$ cat config.mk
export PLATFORM = sky130hd
export DESIGN_NAME = cap_unit
export DESIGN_NICKNAME = d
export VERILOG_FILES = /design/src/rtl/cap_pkg.sv /design/src/rtl/cap_sync.sv /design/src/rtl/cap_debounce.sv /design/src/rtl/cap_edge.sv /design/src/rtl/cap_unit.sv
export SDC_FILE = /design/constraint.sdc
export NUM_CORES = 1
export LEC_CHECK = 0
export BUFFER_PORTS_ARGS = -buffer_cell sky130_fd_sc_hd__clkbuf_2
export CORE_ASPECT_RATIO = 0.8
export CORE_MARGIN = 1
export CORE_UTILIZATION = 44
export CTS_CLUSTER_DIAMETER = 40
export CTS_CLUSTER_SIZE = 16
export DETAILED_ROUTE_END_ITERATION = 8
export PLACE_DENSITY = 0.84
export SLEW_MARGIN = 30
export SYNTH_ARGS = -nofsm -noshare
export SYNTH_HDL_FRONTEND = slang
export SYNTH_SLANG_ARGS = --single-unit
$ cat constraint.sdc
create_clock -name clk -period 2.3 [get_ports clk]
set_input_delay 0 -clock clk [delete_from_list [all_inputs] [get_ports clk]]
set_output_delay 0 -clock clk [all_outputs]
set_load 0.02 [all_outputs]
$ cat src/rtl/cap_pkg.sv
`timescale 1ns/1ps
package cap_pkg;

  typedef enum logic [1:0] {
    EDGE_FALL = 2'b00,
    EDGE_RISE = 2'b01,
    EDGE_ANY  = 2'b10,
    EDGE_NONE = 2'b11
  } edge_sel_e;

  // Decide whether an observed transition matches the selected kind.
  function automatic logic edge_match(edge_sel_e sel, logic rise, logic fall);
    case (sel)
      EDGE_FALL: return fall;
      EDGE_RISE: return rise;
      EDGE_ANY:  return rise | fall;
      default:   return 1'b0;
    endcase
  endfunction

  // An event is taken when the flag is free or is being cleared on the same edge.
  function automatic logic event_taken(logic hit, logic flag, logic clr);
    return hit & (~flag | clr);
  endfunction

endpackage

$ cat src/rtl/cap_sync.sv
`timescale 1ns/1ps
module cap_sync #(
  parameter int STAGES = 2
) (
  input  logic clk,
  input  logic rst_n,
  input  logic d,
  output logic q
);
  logic [STAGES-1:0] chain;

  generate
    if (STAGES == 1) begin : g_one
      always_ff @(posedge clk or negedge rst_n)
        if (!rst_n) chain <= '0;
        else        chain <= d;
    end else begin : g_many
      always_ff @(posedge clk or negedge rst_n)
        if (!rst_n) chain <= '0;
        else        chain <= {chain[STAGES-2:0], d};
    end
  endgenerate

  assign q = chain[STAGES-1];
endmodule

$ cat src/rtl/cap_debounce.sv
`timescale 1ns/1ps
module cap_debounce #(
  parameter int LEN = 3
) (
  input  logic clk,
  input  logic rst_n,
  input  logic din,
  output logic dout
);
  localparam int HW = (LEN > 1) ? LEN - 1 : 1;

  logic [HW-1:0] hist;
  logic          lvl;
  logic          all_hi;
  logic          all_lo;

  // Current sample plus HW earlier samples must agree.
  assign all_hi = din & (&hist);
  assign all_lo = ~din & ~(|hist);

  always_ff @(posedge clk or negedge rst_n) begin
    if (!rst_n) begin
      hist <= '0;
      lvl  <= 1'b0;
    end else begin
      hist <= (hist << 1) | HW'(din);
      if (all_hi)      lvl <= 1'b1;
      else if (all_lo) lvl <= 1'b0;
    end
  end

  assign dout = lvl;
endmodule

$ cat src/rtl/cap_edge.sv
`timescale 1ns/1ps
module cap_edge
  import cap_pkg::*;
(
  input  logic      clk,
  input  logic      rst_n,
  input  logic      lvl,
  input  logic      en,
  input  edge_sel_e sel,
  output logic      rise,
  output logic      fall,
  output logic      hit
);
  logic prev;

  // prev tracks the level even while disabled, so enabling makes no false edge.
  always_ff @(posedge clk or negedge rst_n)
    if (!rst_n) prev <= 1'b0;
    else        prev <= lvl;

  assign rise = lvl & ~prev;
  assign fall = ~lvl & prev;
  assign hit  = en & edge_match(sel, rise, fall);
endmodule

$ cat src/rtl/cap_unit.sv
`timescale 1ns/1ps
module cap_unit
  import cap_pkg::*;
#(
  parameter int CNT_W       = 24,
  parameter int SYNC_STAGES = 2,
  parameter int DB_LEN      = 3
) (
  input  logic             clk,
  input  logic             rst_n,
  input  logic [CNT_W-1:0] cnt_val,
  input  logic             cap_en,
  input  logic [1:0]       edge_sel,
  input  logic             reset_mode,
  input  logic             db_en,
  input  logic             irq_en,
  input  logic             flag_clr,
  input  logic             cap_pin,
  output logic [CNT_W-1:0] cap_data,
  output logic             cap_flag,
  output logic             cap_irq,
  output logic             cnt_clr
);
  // Named internal events, visible to the bound checker.
  logic pin_sync;
  logic pin_filt;
  logic pin_lvl;
  logic evt_rise;
  logic evt_fall;
  logic evt_hit;
  logic evt_take;
  logic evt_drop;

  cap_sync #(.STAGES(SYNC_STAGES)) u_sync (
    .clk   (clk),
    .rst_n (rst_n),
    .d     (cap_pin),
    .q     (pin_sync)
  );

  cap_debounce #(.LEN(DB_LEN)) u_db (
    .clk   (clk),
    .rst_n (rst_n),
    .din   (pin_sync),
    .dout  (pin_filt)
  );

  assign pin_lvl = db_en ? pin_filt : pin_sync;

  cap_edge u_edge (
    .clk   (clk),
    .rst_n (rst_n),
    .lvl   (pin_lvl),
    .en    (cap_en),
    .sel   (edge_sel_e'(edge_sel)),
    .rise  (evt_rise),
    .fall  (evt_fall),
    .hit   (evt_hit)
  );

  assign evt_take = event_taken(evt_hit, cap_flag, flag_clr);
  assign evt_drop = evt_hit & ~evt_take;

  always_ff @(posedge clk or negedge rst_n) begin
    if (!rst_n) begin
      cap_data <= '0;
      cap_flag <= 1'b0;
      cnt_clr  <= 1'b0;
    end else begin
      cnt_clr <= evt_take & reset_mode;
      if (evt_take) begin
        cap_data <= cnt_val;
        cap_flag <= 1'b1;
      end else if (flag_clr) begin
        cap_flag <= 1'b0;
      end
    end
  end

  assign cap_irq = cap_flag & irq_en;
endmodule

==> Word level (Yosys, flattened, before mapping) <==
Index checks and enable logic that the tools add are counted.
{ "classes": {"n_mux": 6, "bitwise": 16, "eq_ne": 2, "reduce_logical": 5, "div": 0, "order_cmp": 0, "shifts": 0, "multipliers": 0, "addsub": 0} }
{ "ops": {"columns": ["operator", "count"], "rows": [
  ["bitwise AND 1 bit", 8],
  ["two-way mux 1 bit", 5],
  ["inverter 1 bit", 5],
  ["nonzero test 2 bit", 2],
  ["case mux 1 bit (3 select lines)", 1],
  ["equality test 2 x 1 -> 1 bit (second input constant)", 1],
  ["equality test 2 bit (second input constant)", 1],
  ["zero test 2 bit", 1],
  ["OR 1 bit", 2],
  ["OR 2 x 1 -> 2 bit", 1],
  ["AND reduction 2 bit", 1],
  ["OR reduction 2 bit", 1]
]} }
{ "totals": {"n_memories": 0, "mem_bits_ro": 0, "latchBits": 0, "in_bits": 34, "output_inout_bits": 27, "regBits": 32, "ram_bits": 0, "elab_cells": 36} }

==> Depth between registers and ports, before layout <==
Gate-level depths: netlist of run 1.
{ "depth": {"depth_word": 8, "depth_mapped": 7, "ltp_nobuf": 6} }

==> Modules after synthesis <==
From an unflattened synthesis of run 1, not the netlist that was laid out.
{ "hier_totals": {"cells_unflattened": 77, "hier_area_um2": 1327.5} }
{ "modules_own_cells": {"columns": ["module", "cells_per_inst", "area_each_um2", "n_inst", "seq_area_each_um2"], "rows": [
  ["cap_unit", 58, 1093.5, 1, 650.6],
  ["cap_debounce", 7, 93.8, 1, 75.1],
  ["cap_edge", 10, 90.1, 1, 25.0],
  ["cap_sync", 2, 50.0, 1, 50.0]
]} }

==> Worst setup path before layout of run 1 <==
No wires, ideal clock.
{ "synth_timing": {"path_type": "register -> register", "start": "register u_sync.chain[1]", "end": "register cap_data[10]", "arrival_ns": 1.847, "setup_slack_ns": 0.328, "required_time_ns": 2.175, "setup_time_ns": 0.125, "stages_incl_launch_ff": 8, "n_path_buf": 1, "period_less_slack_ns": 1.972, "cell_sequence": "dfrtp_1 > mux2i_1 > inv_1 > ha_1 > mux2_4 > o2111ai_4 > buf_6 > mux2_2"} }
{ "synth_via": {"elab_chain_len": 7, "word_cells_on_any_way": 8, "classes_between": "mux (2); bitwise (6)"} }
{ "synth_rtl": {"columns": ["element", "line", "source"], "rows": [
  ["from (decl)", "cap_sync.sv:10", "logic [STAGES-1:0] chain;"],
  ["from (signal assigned)", "cap_sync.sv:20", "else chain <= {chain[STAGES-2:0], d};"],
  ["two-way mux 1 bit (*)", "cap_unit.sv:48", "assign pin_lvl = db_en ? pin_filt : pin_sync;"],
  ["named net pin_lvl", "cap_unit.sv:27", "logic pin_lvl;"],
  ["inverter 1 bit", "cap_edge.sv:22", "assign fall = ~lvl & prev;"],
  ["bitwise AND 1 bit", "cap_edge.sv:22", null],
  ["OR 1 bit", "cap_pkg.sv:16", "EDGE_ANY: return rise | fall;"],
  ["case mux 1 bit (3 select lines) (*)", "cap_pkg.sv:13", "case (sel)"],
  ["bitwise AND 1 bit (*)", "cap_edge.sv:23", "assign hit = en & edge_match(sel, rise, fall);"],
  ["bitwise AND 1 bit (*)", "cap_pkg.sv:23", "return hit & (~flag | clr);"],
  ["to (signal assigned)", "cap_unit.sv:72", "cap_data <= cnt_val;"],
  ["to (decl)", "cap_unit.sv:19", "output logic [CNT_W-1:0] cap_data,"]
]} }
The timed path passes the listed nets; every way through them passes the cells marked *.
A chain may end at the register's enable or synchronous reset.

==> Worst setup path after layout of run 1 <==
{ "layout_timing": {"start": "register u_sync.chain[1]", "end": "register cap_data[0]"} }
Same word-level chain as after synthesis.

==> metrics.md, run 1 <==
| Metric | Value |
|---|---|
| Syn_nets | `112` |
| Cell type with the highest aggregate area in the netlist | `dfrtp_1` |
| Antenna diode count | `0` |
| Top library cells by usage in the layout, fill and taps aside | `60 x clkbuf_2, 32 x dfrtp_1, 30 x dlygate4sd3_1` |
| Max H-tree Level | `2` |
| Initial standard-cell utilization of the core | `0.485` |
| Time the final worst path needs with I/O delays and setup | `2.13 ns` |
| Max incr delay on CP | `roughly 0.42 ns` |
| DP HPWL | `1820 um` |
| Cell chosen for the clock root | `clkbuf_4` |
| Timing startpoint of the critical path | `u_sync.chain[1]` |
| Number of global-route vias before repair | `1,053` |
| Pin count of the biggest net entering global routing | `33` |
| Slew at the pin closest to its max-slew limit | `around 0.76 ns` |
| Final-layout fill cell count | `169` |
| Distinct cell type count after synthesis | `17` |
| Mean cell area of the mapped netlist | `~16 sq um` |
| Leakage power | `0.970 nW` |
| Critical Path Sink Type | `register` |
| Iteration-0 DRC Markers | `23` |
| Count of clock tree sinks | `32` |
| Clock slew at reported path FFs | `0.09 ns` |
| TritonRoute pass-1 iters | `3` |
| Die area | `3020 sq um` |
| Vias per std cell | `around 4.6` |
| Clk Latency, worst-skew pair | `around 0.32 ns` |
| Final design area excluding fillers | `1940 sq um` |
| Setup total negative slack | `0 ns` |
| Floorplan Core Area | `2540 sq um` |
| Post-synthesis sequential element count | `32` |
| Power density cells | `roughly 890 nW/um^2` |
| Footprint of the flip-flops and latches | `801 sq um` |
| Rows | `16` |
| Standard cell area after detailed placement | `1570 sq um` |
| Global-route wire length before repair | `4700 um` |
| Port Buf Inserts | `60` |
| Data arrival time of the critical path | `between 2 and 2.5 ns` |
| Synthesis-to-layout area growth | `57.1%` |
| Highest net fanout along the worst path | `14` |
| Final non-filler cell total | `approximately 210` |
| Antenna violation net count after detailed routing | `0` |
| Total placed cells including tap cells | `172` |
| Fmax achieved | `470 MHz` |
| Result of the run | `complete, no violations` |
| Multi-input combinational cell area | `394 sq um` |
| Setup repair after global routing missed its margin | `no` |
| Number of setup buffers added after CTS | `0` |
| Portion of the post-synthesis area used by sequential elements | `0.650` |
| Highest-delay cell along the critical path | `dfrtp_1` |
| Setup Viol. Count Final | `0` |
| Max-slew violation count | `0` |
| Yosys warning count | `0` |
| Longest Clk Path Bufs | `2` |
| Hold violation count in the final report | `0` |
| Reg-to-reg critical path startpoint | `u_sync.chain[1]` |
| Type of element launching the critical path | `register` |
| Synthesized instance count | `76` |
| Number of antenna violations at the first check in global routing | `0` |
| MaxCap Viol Count | `0` |
| RD Place Congestion | `0.675` |
| Layout Skew | `0.00192 ns` |
| Worst slew margin | `0.496` |
| Launch point of the worst hold path | `db_en` |
| Required time at the endpoint of the critical path | `2.51 ns` |
| Number of clock buffers inserted by TritonCTS | `5` |
| Final net count | `209` |
| Proportion of layout cells with a drive suffix above 1 | `0.532` |
| Peak VDD IR | `0.547 mV` |
| Vertical die dimension | `49.3 um` |
| Top cells by area in the synthesized netlist | `dfrtp_1 65%, mux2_2 19%, mux2_1 2.7%, o2111ai_4 2.1%, ha_1 2.0%` |
| Global Route Usage Sum | `0.224` |
| Top delay family on crit path | `multiplexers` |
| Cells along the critical path | `mux2i_1, inv_1, ha_1, mux2_4, o2111ai_4, buf_4, mux2_2` |
| Final critical-path share of the clock period | `0.926` |
| Via count | `968` |
| Synthesized area | `1230 sq um` |
| Fraction of post-synthesis cell area in the top cell type by area | `0.650` |
| Post-detailed-routing wire length | `~2800 um` |
| Clock tree from TritonCTS | `built` |
| WHS | `0.00248 ns` |
| Gr ovfl total | `0` |
| Ports | `61` |
| Most common cell after layout, fill and taps aside | `clkbuf_2` |
| Crit Path Class | `register to register` |
| Buffer and inverter count on the worst path | `2` |
| Post-detailed-route wirelength per cell | `13.5 um` |
| Die Span X | `61.2 um` |
| DRC viols | `0` |
| Worst hold path type | `input port to register` |
layout make-up:
class | count | area share
tap | 36 | 0.0233
multi-input combinational | 38 | 0.204
inverter | 4 | 0.00776
timing repair buffer | 92 | 0.318
clock buffer | 7 | 0.0336
sequential | 32 | 0.414
worst register-to-register path: stages (launching register included):
cell,delay (ns)
dfrtp_1,0.42
mux2i_1,0.23
inv_1,0.10
ha_1,0.20
mux2_4,0.27
o2111ai_4,0.19
buf_4,0.25
mux2_2,0.36
what timing repair did:
item | 4_1_cts | 5_1_grt
gates resized for setup | 0 | 0
hold endpoints to repair | 59 | 0
hold buffers | 30 | 0
report_power, final:
group          total (W)  internal (W)  switching, W
sequential      0.000783      0.000705     0.0000777
clock           0.000349      0.000173      0.000176
combinational   0.000582      0.000262      0.000320
total            0.00171       0.00114      0.000574
path summary, 6_finish.rpt:
kind	cells past startpoint	to	slack, ns
max	7	cap_data[0]	0.17
min	3	u_edge.prev	0.002
max reg2reg	7	cap_data[0]	0.17
min reg2reg	0	u_sync.chain[1]	0.38
max in group asynchronous	2	cap_data[13]	1.55
min in group asynchronous	2	cap_data[5]	0.27
state kept, by name, indices dropped and copies added (netlist names):
| signal | flops |
|---|---|
| u_db.dout | 1 |
| u_db.hist | 2 |
| cnt_clr | 1 |
| u_edge.prev | 1 |
| u_sync.chain | 2 |
| cap_flag | 1 |
| cap_data | 24 |
cells by family (layout without fill, tap and decap cells):
group                      count (synthesis)  in the layout  synth area share
AOI/OAI and AO/OA                          6              6            0.0437
buffers and inverters                      6            103            0.0305
adders and majority gates                  2              2            0.0203
and+or+nand+nor                            4              4            0.0162
DFF                                       32             32             0.650
muxes                                     26             26             0.240
synthesized netlist by cell type:
master and number:
a21oi_1 1, and2_1 1, buf_6 2, dfrtp_1 32, ha_1 2, inv_1 4
mux2_1 3, mux2_2 21, mux2_4 1, mux2i_1 1, nand2_1 1, nand2b_1 1
nor2_1 1, o2111ai_4 1, o211ai_1 1, o21ai_0 2, o21ai_1 1
per-layer routing:
| layer | track usage | routed length, um | up-vias |
|---|---|---|---|
| met4 | 0.110 | 99 | 0 |
| met1 | 0.233 | 1050 | 465 |
| met2 | 0.388 | 1490 | 40 |
| li1 | - | - | 455 |
| met5 | 0 | 0 | - |
| met3 | 0.0796 | 171 | 8 |
metrics by stage:
stage | total power, W | utilization | setup slack, ns
final | 0.00171 | 0.761 | 0.171
after global routing | 0.00180 | 0.761 | 0.00882
after CTS | 0.00173 | 0.761 | 0.149
after detailed placement | 0.00133 | 0.618 | 0.175
after global placement | 0.00131 | 0.618 | 0.315
after floorplan | 0.00112 | - | 0.328
Power figures use the tool's default switching activity.
==> inputs of run 2 (changes only) <==
Settings changed: HOLD_SLACK_MARGIN set to 0.08.
==> run 2 against run 1 <==
  * Fmax about the same
  * Clock-buffer cell count unchanged
  * Worst hold slack better by 0.26 ns
  * Sequential share of layout area down 0.21 points
  * Flip-flop and latch count unchanged
  * Largest power group unchanged
==> metrics.md, run 2 (synthesized netlist as in run 1, its figures left out) <==
| Metric | Value |
|---|---|
| Max-slew violation count | `0 (unchanged)` |
| Ports | `61 (unchanged)` |
| Top delay family on crit path | `multiplexers (unchanged)` |
| Time the final worst path needs with I/O delays and setup | `2.13 ns (about the same)` |
| Number of setup buffers added after CTS | `0 (unchanged)` |
| Buffer and inverter count on the worst path | `2 (unchanged)` |
| Clock tree from TritonCTS | `built (unchanged)` |
| WHS | `0.259 ns (was 0.00248 ns)` |
| Floorplan Core Area | `2540 sq um (unchanged)` |
| Most common cell after layout, fill and taps aside | `clkbuf_2 (unchanged)` |
| Setup total negative slack | `0 ns (unchanged)` |
| Max H-tree Level | `2 (unchanged)` |
| Die area | `3020 sq um (unchanged)` |
| Setup Viol. Count Final | `0 (unchanged)` |
| Final Power | `0.00172 W (was 0.00171 W)` |
| Post-layout util | `0.765 (was 0.761)` |
| MaxCap Viol Count | `0 (unchanged)` |
| Worst hold path type | `input port to register (unchanged)` |
| Number of antenna violations at the first check in global routing | `0 (unchanged)` |
| Setup repair after global routing missed its margin | `no (unchanged)` |
| Vertical die dimension | `49.3 um (unchanged)` |
| Peak VDD IR | `0.547 mV (about the same)` |
| Antenna diode count | `0 (unchanged)` |
| DP HPWL | `1820 um (unchanged)` |
| Switching Fraction | `0.335 (about the same)` |
| Pin count of the biggest net entering global routing | `33 (unchanged)` |
| Longest Clk Path Bufs | `2 (unchanged)` |
| Antenna violation net count after detailed routing | `0 (unchanged)` |
| Largest Register | `cap_data (unchanged)` |
| Seq pwr share | `0.456 (was 0.457)` |
| Worst slew margin | `0.496 (about the same)` |
| Highest net fanout along the worst path | `14 (unchanged)` |
| Die Span X | `61.2 um (unchanged)` |
| Number of flip-flops in the largest register | `24 (unchanged)` |
| Leakage power | `0.974 nW (was 0.970 nW)` |
| Cells along the critical path | `mux2i_1, inv_1, ha_1, mux2_4, o2111ai_4, buf_4, mux2_2 (unchanged)` |
| RD Place Congestion | `0.675 (unchanged)` |
| Data arrival time of the critical path | `2.34 ns (about the same)` |
| Count of clock tree sinks | `32 (unchanged)` |
| Final critical-path share of the clock period | `0.926 (about the same)` |
| Post-detailed-route wirelength per cell | `13.4 um (was 13.5 um)` |
| Iteration-0 DRC Markers | `13 (was 23)` |
| Number of clock buffers inserted by TritonCTS | `5 (unchanged)` |
| DRC viols | `0 (unchanged)` |
| Number of global-route vias before repair | `1,049 (was 1,053)` |
| Switching power | `0.000574 W (about the same)` |
| Proportion of layout cells with a drive suffix above 1 | `0.529 (was 0.532)` |
| Critical Path Sink Type | `register (unchanged)` |
| Launch point of the worst hold path | `edge_sel[1] (was db_en)` |
| Highest-delay cell along the critical path | `dfrtp_1 (unchanged)` |
| Gr ovfl total | `0 (unchanged)` |
| Combinational group share of total power | `0.340 (about the same)` |
| Initial standard-cell utilization of the core | `0.485 (unchanged)` |
| Slew at the pin closest to its max-slew limit | `0.756 ns (about the same)` |
| Global-route wire length before repair | `4700 um (unchanged)` |
| Layout Skew | `0.00193 ns (was 0.00192 ns)` |
| Rows | `16 (unchanged)` |
| Port Buf Inserts | `60 (unchanged)` |
| Required time at the endpoint of the critical path | `2.51 ns (about the same)` |
| Result of the run | `complete, no violations (unchanged)` |
| Standard cell area after detailed placement | `1570 sq um (unchanged)` |
| Max incr delay on CP | `0.42 ns (about the same)` |
| Hold violation count in the final report | `0 (unchanged)` |
| TritonRoute pass-1 iters | `3 (unchanged)` |
| Post-detailed-routing wire length | `2820 um (was 2810 um)` |
| Synthesis-to-layout area growth | `57.9% (was 57.1%)` |
| Vias per std cell | `4.61 (was 4.63)` |
| Clk Latency, worst-skew pair | `0.32 ns (about the same)` |
| Final design area excluding fillers | `1950 sq um (was 1940 sq um)` |
| Final-layout fill cell count | `168 (was 169)` |
| Global Route Usage Sum | `0.224 (unchanged)` |
| Post-CTS sizing | `0 (unchanged)` |
| Via count | `969 (was 968)` |
| Power density cells | `882 nW/um^2 (was 885 nW/um^2)` |
| Cell chosen for the clock root | `clkbuf_4 (unchanged)` |
| Portion of total power attributed to the clock network | `0.203 (was 0.204)` |
| Crit Path Class | `register to register (unchanged)` |
| Fmax achieved | `470 MHz (about the same)` |
| Type of element launching the critical path | `register (unchanged)` |
| Registers with the highest flip-flop counts | `cap_data (24), u_db.hist (2), u_sync.chain (2) (unchanged)` |
| Clock slew at reported path FFs | `0.09 ns (about the same)` |
| Top library cells by usage in the layout, fill and taps aside | `60 x clkbuf_2, 32 x dfrtp_1, 31 x dlygate4sd3_1 (was 60 x clkbuf_2, 32 x dfrtp_1, 30 x dlygate4sd3_1)` |
| Timing startpoint of the critical path | `u_sync.chain[1] (unchanged)` |
| Internal power summed over all cells | `0.00114 W (about the same)` |
| Reg-to-reg critical path startpoint | `u_sync.chain[1] (unchanged)` |
| Final net count | `210 (was 209)` |
run 2: final timing paths:
path	endpoint	slack, ns	depth (start not counted)
min	cnt_clr	0.26	4
min in group asynchronous	cap_data[5]	0.27	2
max	cap_data[0]	0.17	7
max reg2reg	cap_data[0]	0.17	7
min reg2reg	u_sync.chain[1]	0.38	0
max in group asynchronous	cap_data[13]	1.55	2
run 2: what timing repair did:
item	4_1_cts	5_1_grt
setup endpoints to repair	0	0
hold endpoints to repair	60	0
hold buffers	31	0
run 2: area by class of cell:
class | instances | area, sq um | area share
Timing Repair Buffer | 93 | 626 | 0.322
Sequential cell | 32 | 801 | 0.412
Multi-Input combinational cell | 38 | 394 | 0.203
Inverter | 4 | 15.0 | 0.00772
Tap cell | 36 | 45.0 | 0.0232
Clock buffer | 7 | 65.1 | 0.0334
run 2: stage by stage:
stage	worst slack, ns	std cells
2_1_floorplan	0.328	76
3_3_place_gp	0.315	172
3_5_place_dp	0.175	172
4_1_cts	0.149	210
5_1_grt	0.00882	210
6_report	0.171	210
run 2: power groups by stage:
stage / registers (W) / logic (W) / clock network, W
floorplan: 0.000953 / 0.000165 / 0
global placement: 0.000782 / 0.000528 / 0
detailed placement: 0.000792 / 0.000542 / 0
CTS: 0.000783 / 0.000586 / 0.000359
global route: 0.000798 / 0.000627 / 0.000380
finish: 0.000783 / 0.000583 / 0.000349
run 2: metal layers:
metal | track usage | vias up | wire (um)
li1 | - | 457 | -
met1 | 0.233 | 464 | 1060
met3 | 0.0796 | 8 | 171
met5 | 0 | - | 0
met2 | 0.388 | 40 | 1500
met4 | 0.110 | 0 | 99
run 2: worst min-delay path, cell delays in order:
cell       delay (ns)
clkbuf_2         0.13
o2111ai_4        0.13
buf_4            0.19
nor2_1           0.09
